**src/rtl/spi_front_pkg.sv**
```systemverilog
// Shared definitions for the serial memory slave front-end.
package spi_front_pkg;
    // Classification of a received byte by its position in the frame.
    typedef enum logic [1:0] {
        KIND_INSTR = 2'd0,
        KIND_ADDR  = 2'd1,
        KIND_DATA  = 2'd2
    } byte_kind_e;
endpackage

```
**src/rtl/spi_in_sync.sv**
```systemverilog
// Multi-stage synchronizer with edge detection for a bundle of async inputs.
// Assumes inputs are slow relative to clk; STAGES must be at least 2.
module spi_in_sync #(
    parameter int              W       = 1,
    parameter int              STAGES  = 2,
    parameter logic [W-1:0]    RST_VAL = '0
) (
    input  logic         clk,
    input  logic         rst_n,
    input  logic [W-1:0] din,
    output logic [W-1:0] lvl,
    output logic [W-1:0] rise,
    output logic [W-1:0] fall
);
    logic [STAGES-1:0][W-1:0] stg_q;
    logic [W-1:0]             prev_q;

    // Shift the inputs through the synchronizer chain and keep the last level.
    always_ff @(posedge clk) begin
        if (!rst_n) begin
            for (int s = 0; s < STAGES; s++) stg_q[s] <= RST_VAL;
            prev_q <= RST_VAL;
        end else begin
            stg_q[0] <= din;
            for (int s = 1; s < STAGES; s++) stg_q[s] <= stg_q[s-1];
            prev_q <= stg_q[STAGES-1];
        end
    end

    assign lvl  = stg_q[STAGES-1];
    assign rise = lvl & ~prev_q;
    assign fall = ~lvl & prev_q;
endmodule

```
**src/rtl/spi_rx_frame.sv**
```systemverilog
// Receive shifter: assembles MSB-first bytes on serial clock rising events,
// classifies them by frame position and gathers the address bytes.
// Assumes frame_on drops between frames so counters restart.
module spi_rx_frame
    import spi_front_pkg::*;
#(
    parameter int BYTE_W     = 8,
    parameter int ADDR_BYTES = 3
) (
    input  logic                         clk,
    input  logic                         rst_n,
    input  logic                         frame_on,
    input  logic                         sck_rise,
    input  logic                         mosi,
    output logic                         byte_valid,
    output logic [BYTE_W-1:0]            byte_data,
    output logic [1:0]                   byte_kind,
    output logic                         addr_valid,
    output logic [ADDR_BYTES*BYTE_W-1:0] addr
);
    localparam int AW    = ADDR_BYTES * BYTE_W;
    localparam int CNT_W = $clog2(BYTE_W);
    localparam int IDX_W = $clog2(ADDR_BYTES + 2);
    localparam logic [CNT_W-1:0] CNT_LAST  = CNT_W'(BYTE_W - 1);
    localparam logic [IDX_W-1:0] IDX_ALAST = IDX_W'(ADDR_BYTES);
    localparam logic [IDX_W-1:0] IDX_DATA  = IDX_W'(ADDR_BYTES + 1);

    logic [BYTE_W-1:0] sh_q;
    logic [CNT_W-1:0]  cnt_q;
    logic [IDX_W-1:0]  idx_q;
    logic [AW-1:0]     acc_q;
    logic [BYTE_W-1:0] new_byte;
    logic [1:0]        kind_now;

    assign new_byte = {sh_q[BYTE_W-2:0], mosi};

    // Kind of the byte completing now, from its index in the frame.
    always_comb begin
        if (idx_q == '0)            kind_now = KIND_INSTR;
        else if (idx_q <= IDX_ALAST) kind_now = KIND_ADDR;
        else                         kind_now = KIND_DATA;
    end

    // Bit counting, byte completion, index tracking and address gathering.
    always_ff @(posedge clk) begin
        if (!rst_n) begin
            sh_q       <= '0;
            cnt_q      <= '0;
            idx_q      <= '0;
            acc_q      <= '0;
            byte_valid <= 1'b0;
            byte_data  <= '0;
            byte_kind  <= KIND_INSTR;
            addr_valid <= 1'b0;
            addr       <= '0;
        end else begin
            byte_valid <= 1'b0;
            addr_valid <= 1'b0;
            if (!frame_on) begin
                cnt_q <= '0;
                idx_q <= '0;
            end else if (sck_rise) begin
                sh_q <= new_byte;
                if (cnt_q == CNT_LAST) begin
                    cnt_q      <= '0;
                    byte_valid <= 1'b1;
                    byte_data  <= new_byte;
                    byte_kind  <= kind_now;
                    if (idx_q != IDX_DATA) idx_q <= idx_q + 1'b1;
                    if (kind_now == KIND_ADDR) acc_q <= {acc_q[AW-BYTE_W-1:0], new_byte};
                    if (idx_q == IDX_ALAST) begin
                        addr_valid <= 1'b1;
                        addr       <= {acc_q[AW-BYTE_W-1:0], new_byte};
                    end
                end else begin
                    cnt_q <= cnt_q + 1'b1;
                end
            end
        end
    end
endmodule

```
**src/rtl/spi_tx_shift.sv**
```systemverilog
// Transmit shifter: holds one staged read byte, requests the next, and moves
// the output bit only on serial clock falling events. Underrun sends all ones.
module spi_tx_shift #(
    parameter int BYTE_W = 8
) (
    input  logic              clk,
    input  logic              rst_n,
    input  logic              frame_on,
    input  logic              frame_start,
    input  logic              sck_fall,
    input  logic              byte_done,
    input  logic              tx_wr,
    input  logic [BYTE_W-1:0] tx_data,
    output logic              tx_req,
    output logic              miso
);
    logic [BYTE_W-1:0] hold_q;
    logic              full_q;
    logic [BYTE_W-1:0] sh_q;
    logic              wrap_q;
    logic [BYTE_W-1:0] load_byte;

    assign load_byte = full_q ? hold_q : '1;

    // Staging register, byte-boundary flag, shifter and output bit.
    always_ff @(posedge clk) begin
        if (!rst_n) begin
            hold_q <= '0;
            full_q <= 1'b0;
            sh_q   <= '1;
            wrap_q <= 1'b0;
            tx_req <= 1'b0;
            miso   <= 1'b1;
        end else begin
            tx_req <= 1'b0;
            if (frame_start) begin
                full_q <= 1'b0;
                wrap_q <= 1'b0;
                sh_q   <= '1;
                tx_req <= 1'b1;
            end else if (frame_on) begin
                if (byte_done) wrap_q <= 1'b1;
                if (tx_wr) begin
                    hold_q <= tx_data;
                    full_q <= 1'b1;
                end
                if (sck_fall) begin
                    if (wrap_q) begin
                        miso   <= load_byte[BYTE_W-1];
                        sh_q   <= {load_byte[BYTE_W-2:0], 1'b1};
                        full_q <= 1'b0;
                        wrap_q <= 1'b0;
                        tx_req <= 1'b1;
                    end else begin
                        miso <= sh_q[BYTE_W-1];
                        sh_q <= {sh_q[BYTE_W-2:0], 1'b1};
                    end
                end
            end
        end
    end
endmodule

```
**src/rtl/spi_mem_front.sv**
```systemverilog
// Serial memory slave front-end top. Synchronizes the pins, gates frames on a
// chip-select falling edge, applies the hardware reset unless busy, and joins
// the receive and transmit shifters. Serial clock idles low; clk >= 4x sck.
module spi_mem_front
    import spi_front_pkg::*;
#(
    parameter int BYTE_W      = 8,
    parameter int ADDR_BYTES  = 3,
    parameter int SYNC_STAGES = 2
) (
    input  logic                         clk,
    input  logic                         rst_n,
    input  logic                         spi_sck,
    input  logic                         spi_cs_n,
    input  logic                         spi_mosi,
    input  logic                         dev_rst_n,
    input  logic                         busy_i,
    output logic                         spi_miso_o,
    output logic                         spi_miso_oe,
    output logic                         rx_valid,
    output logic [BYTE_W-1:0]            rx_data,
    output logic [1:0]                   rx_kind,
    output logic                         addr_valid,
    output logic [ADDR_BYTES*BYTE_W-1:0] addr_o,
    output logic                         tx_req,
    input  logic                         tx_wr,
    input  logic [BYTE_W-1:0]            tx_data
);
    // Bundle order: {dev reset, data, select, clock}. Select resets low so a
    // select already low at power-up never looks like a falling edge.
    localparam int         SW      = 4;
    localparam logic [3:0] SYNC_RV = 4'b1000;

    logic [SW-1:0] s_lvl, s_rise, s_fall;
    logic sck_rise, sck_fall, cs_lvl, cs_fall, mosi_s, drst_lvl;
    logic rst_mode, frame_on, frame_start;

    spi_in_sync #(.W(SW), .STAGES(SYNC_STAGES), .RST_VAL(SYNC_RV)) u_sync (
        .clk(clk), .rst_n(rst_n),
        .din({dev_rst_n, spi_mosi, spi_cs_n, spi_sck}),
        .lvl(s_lvl), .rise(s_rise), .fall(s_fall)
    );

    assign sck_rise = s_rise[0];
    assign sck_fall = s_fall[0];
    assign cs_lvl   = s_lvl[1];
    assign cs_fall  = s_fall[1];
    assign mosi_s   = s_lvl[2];
    assign drst_lvl = s_lvl[3];

    assign frame_start = cs_fall & ~rst_mode;

    // Reset mode: entered on reset pin low only when no internal cycle runs.
    always_ff @(posedge clk) begin
        if (!rst_n)                    rst_mode <= 1'b0;
        else if (!drst_lvl && !busy_i) rst_mode <= 1'b1;
        else if (drst_lvl)             rst_mode <= 1'b0;
    end

    // Frame gate: opened only by a select falling edge, closed by select high.
    always_ff @(posedge clk) begin
        if (!rst_n)          frame_on <= 1'b0;
        else if (rst_mode)   frame_on <= 1'b0;
        else if (cs_fall)    frame_on <= 1'b1;
        else if (cs_lvl)     frame_on <= 1'b0;
    end

    assign spi_miso_oe = frame_on & ~rst_mode;

    spi_rx_frame #(.BYTE_W(BYTE_W), .ADDR_BYTES(ADDR_BYTES)) u_rx (
        .clk(clk), .rst_n(rst_n), .frame_on(frame_on), .sck_rise(sck_rise),
        .mosi(mosi_s), .byte_valid(rx_valid), .byte_data(rx_data),
        .byte_kind(rx_kind), .addr_valid(addr_valid), .addr(addr_o)
    );

    spi_tx_shift #(.BYTE_W(BYTE_W)) u_tx (
        .clk(clk), .rst_n(rst_n), .frame_on(frame_on), .frame_start(frame_start),
        .sck_fall(sck_fall), .byte_done(rx_valid), .tx_wr(tx_wr),
        .tx_data(tx_data), .tx_req(tx_req), .miso(spi_miso_o)
    );
endmodule

```
**config.mk**
```make
export PLATFORM = sky130hd
export DESIGN_NAME = spi_mem_front
export DESIGN_NICKNAME = d
export VERILOG_FILES = /design/src/rtl/spi_front_pkg.sv /design/src/rtl/spi_in_sync.sv /design/src/rtl/spi_rx_frame.sv /design/src/rtl/spi_tx_shift.sv /design/src/rtl/spi_mem_front.sv
export SDC_FILE = /design/constraint.sdc
export NUM_CORES = 1
export LEC_CHECK = 0
export CAP_MARGIN = 10
export CORE_MARGIN = 2
export CORE_UTILIZATION = 55
export CTS_BUF_LIST = sky130_fd_sc_hd__clkbuf_2
export DETAILED_ROUTE_END_ITERATION = 6
export PLACE_DENSITY = 0.82
export SLEW_MARGIN = 20
export SYNTH_ARGS = -nofsm -noshare
export SYNTH_HDL_FRONTEND = slang
export SYNTH_SLANG_ARGS = --single-unit
```
**constraint.sdc**
```tcl
create_clock -name clk -period 3.1 [get_ports clk]
set_input_delay 0.62 -clock clk [delete_from_list [all_inputs] [get_ports clk]]
set_output_delay 0.62 -clock clk [all_outputs]
set_load 0.005 [all_outputs]
```
**Yosys cells after proc, flatten, opt, wreduce, memory -nomap -nowiden**

Index checks and enable logic that the tools add are counted.

- Memories: 0
- Register bits: 97
- Logic and storage cells: 77
- Bits in read-only memories: 0
- Output and inout bits: 39
- RAM bits: 0
- Bits in latches: 0

- Div/mod/pow operators: 0
- Multiply operators: 0
- $lt $le $gt $ge: 1
- Add/subtract/negate cells: 2
- Equality and inequality tests: 4
- Multiplexer cells: 22
- Shifts and indexed selects: 0
- Reductions and logical operators: 19
- Bitwise logic cells: 9

Operator list:

| kind | number |
|---|---|
| 1-bit 2-to-1 mux | 17 |
| 8-bit 2-to-1 mux | 2 |
| 3-bit AND reduction | 5 |
| 4-bit AND reduction | 3 |
| 3-bit by 1-bit adder with 3-bit output (second input constant) | 2 |
| 2-bit AND reduction | 3 |
| 2-bit 2-to-1 mux | 2 |
| 1-bit inverter | 4 |
| 2-bit nonzero test | 2 |
| 2-bit OR reduction | 2 |
| 1-bit bitwise AND | 3 |
| 3-bit by 2-bit equality test with 1-bit output (second input constant) | 1 |
| 3-bit equality test (second input constant) | 1 |
| 3-bit by 2-bit less-or-equal comparator with 1-bit output (second input constant) | 1 |
| 3-bit logical NOT | 1 |
| 3-bit 2-to-1 mux | 1 |
| 3-bit != test (second input constant) | 1 |
| 2-bit bitwise AND | 1 |
| 2-bit by 1-bit equality test with 1-bit output (second input constant) | 1 |
| 1-bit logical NOT | 2 |
| 2-bit inverter | 1 |
| 1-bit logical AND | 1 |

**Logic depth before layout (Yosys ltp)**

- Depth in word-level cells: 5
- Gate-level depth with buffers: 8
- Mapped depth without buffers: 5

**Hierarchy**

From an unflattened synthesis, not the netlist that was laid out.

- Cell total of the unflattened synthesis: 413
- Area total of the unflattened synthesis: 3,791.1 um2

Modules (own cells, without submodules):

| module | cells an instance | area an instance (um2) | seq. area each (um2) | instances |
|---|---|---|---|---|
| spi_rx_frame | 292 | 2,549.9 | 1,301.2 | 1 |
| spi_tx_shift | 75 | 745.7 | 380.4 | 1 |
| spi_in_sync | 37 | 406.6 | 240.2 | 1 |
| spi_mem_front | 9 | 88.8 | 40.0 | 1 |

**Worst setup path before layout**

OpenSTA, ideal clock, no wires.

- Kind: flip-flop to flip-flop
- Start: reg u_rx.cnt_q[0]
- End: reg u_rx.acc_q[7]
- Stages on the path, launching flop included: 9
- Path slack: 1.449 ns
- Arrival: 1.579 ns
- Path buffers: 3
- Data required time: 3.028 ns
- Library setup time: 0.072 ns
- Period minus slack after synthesis: 1.651 ns
- Cells stage by stage: dfxtp_1 ha_1 ha_1 and4b_1 buf_4 o221ai_2 buf_6 buf_6 mux2i_1

- Cells in the longest elaborated chain, start to end: 2

RTL lines:

| element | line | text |
|---|---|---|
| from (decl) | spi_rx_frame.sv:29 | `logic [CNT_W-1:0] cnt_q;` |
| from (signal assigned) | spi_rx_frame.sv:76 | `cnt_q <= cnt_q + 1'b1;` |
| 3-bit equality test | spi_rx_frame.sv:64 | `if (cnt_q == CNT_LAST) begin` |
| 4-bit AND reduction (no line) | - |  |
| to (signal assigned) | spi_rx_frame.sv:70 | `if (kind_now == KIND_ADDR) acc_q <= {acc_q[AW-BYTE_W-1:0], new_byte};` |
| to (decl) | spi_rx_frame.sv:31 | `logic [AW-1:0] acc_q;` |

No other way between the ends.
A chain may end at the register's enable or synchronous reset.

**Worst setup path after layout**

- Start: reg frame_on
- End: out spi_miso_oe

- Cells in the longest elaborated chain, start to end: 1

RTL lines:

| element | line | text |
|---|---|---|
| from (decl) | spi_mem_front.sv:36 | `logic rst_mode, frame_on, frame_start;` |
| from (signal assigned) | spi_mem_front.sv:62 | `if (!rst_n) frame_on <= 1'b0;` |
| from (signal assigned) | spi_mem_front.sv:63 | `else if (rst_mode) frame_on <= 1'b0;` |
| from (signal assigned) | spi_mem_front.sv:64 | `else if (cs_fall) frame_on <= 1'b1;` |
| 1-bit bitwise AND | spi_mem_front.sv:68 | `assign spi_miso_oe = frame_on & ~rst_mode;` |
| to (decl) | spi_mem_front.sv:19 | `output logic spi_miso_oe,` |

No other way between the ends.

==> reports/summary.txt <==
Final Cycle Share: 82.7%
Pins over their slew limit: 0
Post-cts resize count: 0
Reg clk slew, reported paths: 0.23 ns
Worst IR Drop VDD: 0.283 mV
Combinational cell fraction of total power: 3.2%
Via density per instance: 5.64
Hold/Removal Path Class: reg2reg
DIE AREA: 0.00753 sq mm
Sequential fraction of design power: 65.6%
# diodes: 0
Setup TNS: 0 ns
GPL Wtd Cong: 0.820
Total routed wirelength: 7570 um
CP Capture Type: primary output
Vias in the first global route: 2,745
Num CTS Buffers: 9
Die W: 86.8 um
Clock buffer depth: 2
FF-to-FF Start: u_rx.cnt_q[0]
Worst EP arrival: 1.94 ns
Worst path cell trace: nor2b_1 > clkdlybuf4s50_1
Seq/Total Area, Yosys: 51.0%
Final Setup Violations: 0
Commonest cells after routing, fill and taps aside: dfxtp_1, nand2_1, clkdlybuf4s50_1
Area growth from synthesis to final layout: 17.3%
CTS Hold Bufs: 0
Slew HR: 49.4%
Minimum clock period: 2.56 ns
DRC viols: 0
Crit-path max FO: 18
Clock network power share: 31.2%
H-tree depth: 3
Drt first-iter violations: 158
Antenna-violating nets left: 0
Pin count of the biggest net entering global routing: 67
Cell Area, Synth: 0.00377 sq mm
Synth Warn #: 0
CP required: 2.48 ns
Commonest non-fill, non-tap cell in the layout: dfxtp_1
Setup crit start: frame_on
Crit path to: spi_miso_oe
Leak: 1.60 nW
Worst Setup Start Kind: flop
CTS Root Cell: clkbuf_2
Post-synth net total: 428
Rows: 30
Power Density: 432 mW/mm^2
P_sw: 0.000442 W
Core Footprint: 0.00672 sq mm
# port buffers: 54
Layout fillers: 544
Pre-antenna DRT Iters: 4
Reg-to-Reg End: u_rx.addr[0]
Switching part of the total: 23.2%
Hold Vio Cnt, Final: 0
Synth Register Bits: 96
EDFF count, synth: 0
Clock Latency Late Sink: 0.54 ns
CP max stage delay: 0.71 ns
Int Power: 0.00147 W
Clk_skew: 0.0295 ns
Via Count: 2,994
Die height: 86.8 um
Initial Utilization: 56.1%
Outcome: complete, no violations
Layout cell share with drive strength beyond 1: 5.54%
Post-Syn Area per Cell: 9.25 sq um
First-pass GRT wire length: 12,600 um
Yosys cell types: 39
Routed length per instance: 14.3 um
Overflow after GRT: 0
Antenna violations before repair: 0
Ys flop type: dfxtp_1
Power consumption: 0.00191 W
Worst-margin pin slew: 0.759 ns
I/O pin count: 55
GRT Total Usage: 21.1%
Max cap viols: 0
CP Class: reg2out
TritonCTS clock tree: built
Crit-path slowest cell: dfxtp_1
FF-to-FF setup slack: 1.00 ns
# clock sinks: 96
Fmax: 0.390 GHz
FFs w/ async S/R, synth: 0%
Syn Inst Count: 407
R2R cell count: 6
Final net count: 467
RSZ-0062 raised after global routing: false
Post-CTS setup buffer count: 0
Hpwl dp: 5160 um
power groups by stage:
stage | Sequential [W] | Combinational [W] | Clock, W
after floorplan | 0.00127 | 0.0000384 | 0
after global placement | 0.00128 | 0.0000598 | 0
after detailed placement | 0.00128 | 0.0000609 | 0
after CTS | 0.00125 | 0.0000611 | 0.000610
after global routing | 0.00126 | 0.0000664 | 0.000653
final | 0.00125 | 0.0000607 | 0.000595
registers in the layout, summed over array words and instances (netlist names):
signal / cells
rst_mode: 1
u_rx.idx_q: 3
u_tx.hold_q: 8
u_rx.sh_q: 7
u_tx.tx_req: 1
u_rx.byte_kind: 2
u_rx.byte_valid: 1
u_tx.wrap_q: 1
u_rx.addr_valid: 1
u_tx.sh_q: 7
frame_on: 1
u_sync.lvl: 4
u_tx.miso: 1
u_rx.cnt_q: 3
u_tx.full_q: 1
u_rx.addr: 24
u_sync.stg_q: 4
u_rx.byte_data: 8
u_sync.prev_q: 2
u_rx.acc_q: 16
through the flow:
step	hold slack [ns]	std cells	setup slack (ns)	util [%]	area [sq um]
global placement	0.377	515	1.08	64.0	4300
floorplan	0.373	407	1.45	-	3770
detailed placement	0.387	515	1.00	64.0	4300
global route	0.446	531	0.429	65.7	4420
finish	0.407	531	0.537	65.7	4420
CTS	0.413	531	0.510	65.7	4420
routing by layer:
| metal | part of all wire [%] | routed length, um | global-route usage, % | vias to the layer above |
|---|---|---|---|---|
| li1 | - | - | - | 1496 |
| met1 | 47 | 3530 | 28.7 | 1428 |
| met2 | 47 | 3580 | 33.6 | 59 |
| met3 | 4.2 | 320 | 3.05 | 11 |
| met4 | 1.7 | 132 | 9.09 | 0 |
| met5 | 0 | 0 | 0 | - |
cell families after synthesis:
family	Yosys count	share of synthesized area [%]
multiplexers	19	5.05
buffers and inverters	36	4.32
AO/OA/AOI/OAI	102	18.2
AND/OR/NAND/NOR	149	19.7
flip-flops	96	51.0
adder cells (fa/ha/maj)	5	1.66
Yosys cell counts (2+ instances only):
cell      count  share of area, %
buf_4         2              0.40
clkbuf_1     24               2.4
dfxtp_1      96                51
and2_1       11               1.8
buf_6         2              0.60
o221ai_1      3              0.70
a21boi_1      3              0.60
ha_1          5               1.7
a21boi_0     48               9.6
nand3b_1      7               1.4
o21ai_0      36               4.8
buf_2         4              0.53
nand2b_1      3              0.50
mux2i_1      19               5.0
nand2_1      60               6.0
nor2b_1       4              0.66
nor2_1        6              0.60
nor3b_1       2              0.40
nand3_1      45               6.0
a21oi_1       3              0.40
o211ai_1      3              0.60
inv_1         4              0.40
worst min-delay path by stage:
stage                   from  endpoint  slack (ns)  cells past startpoint
3_5_place_dp   u_sync.lvl[3]  rst_mode        0.39                      1
5_1_grt        u_sync.lvl[3]  rst_mode        0.45                      1
6_report       u_sync.lvl[3]  rst_mode        0.41                      1
2_1_floorplan  u_sync.lvl[3]  rst_mode        0.37                      1
4_1_cts        u_sync.lvl[3]  rst_mode        0.41                      1
3_3_place_gp   u_sync.lvl[3]  rst_mode        0.38                      1
cell type report:
cell class / instances / area, sq um / area share [%]
tap: 80 / 100 / 2.27
clock buffer: 9 / 45.0 / 1.02
sequential: 96 / 1920 / 43.5
inverter: 4 / 15.0 / 0.340
clock inverter: 7 / 72.6 / 1.64
multi-input combinational: 275 / 1680 / 38.1
timing repair buffer: 60 / 581 / 13.1
critical path, delay by kind of cell, from the launching register on:
kind	cells	cell delay, ns
DFF	1	0.71
buffers and inverters	1	0.51
and+or+nand+nor	1	0.21
(Power assumes the default switching activity.)
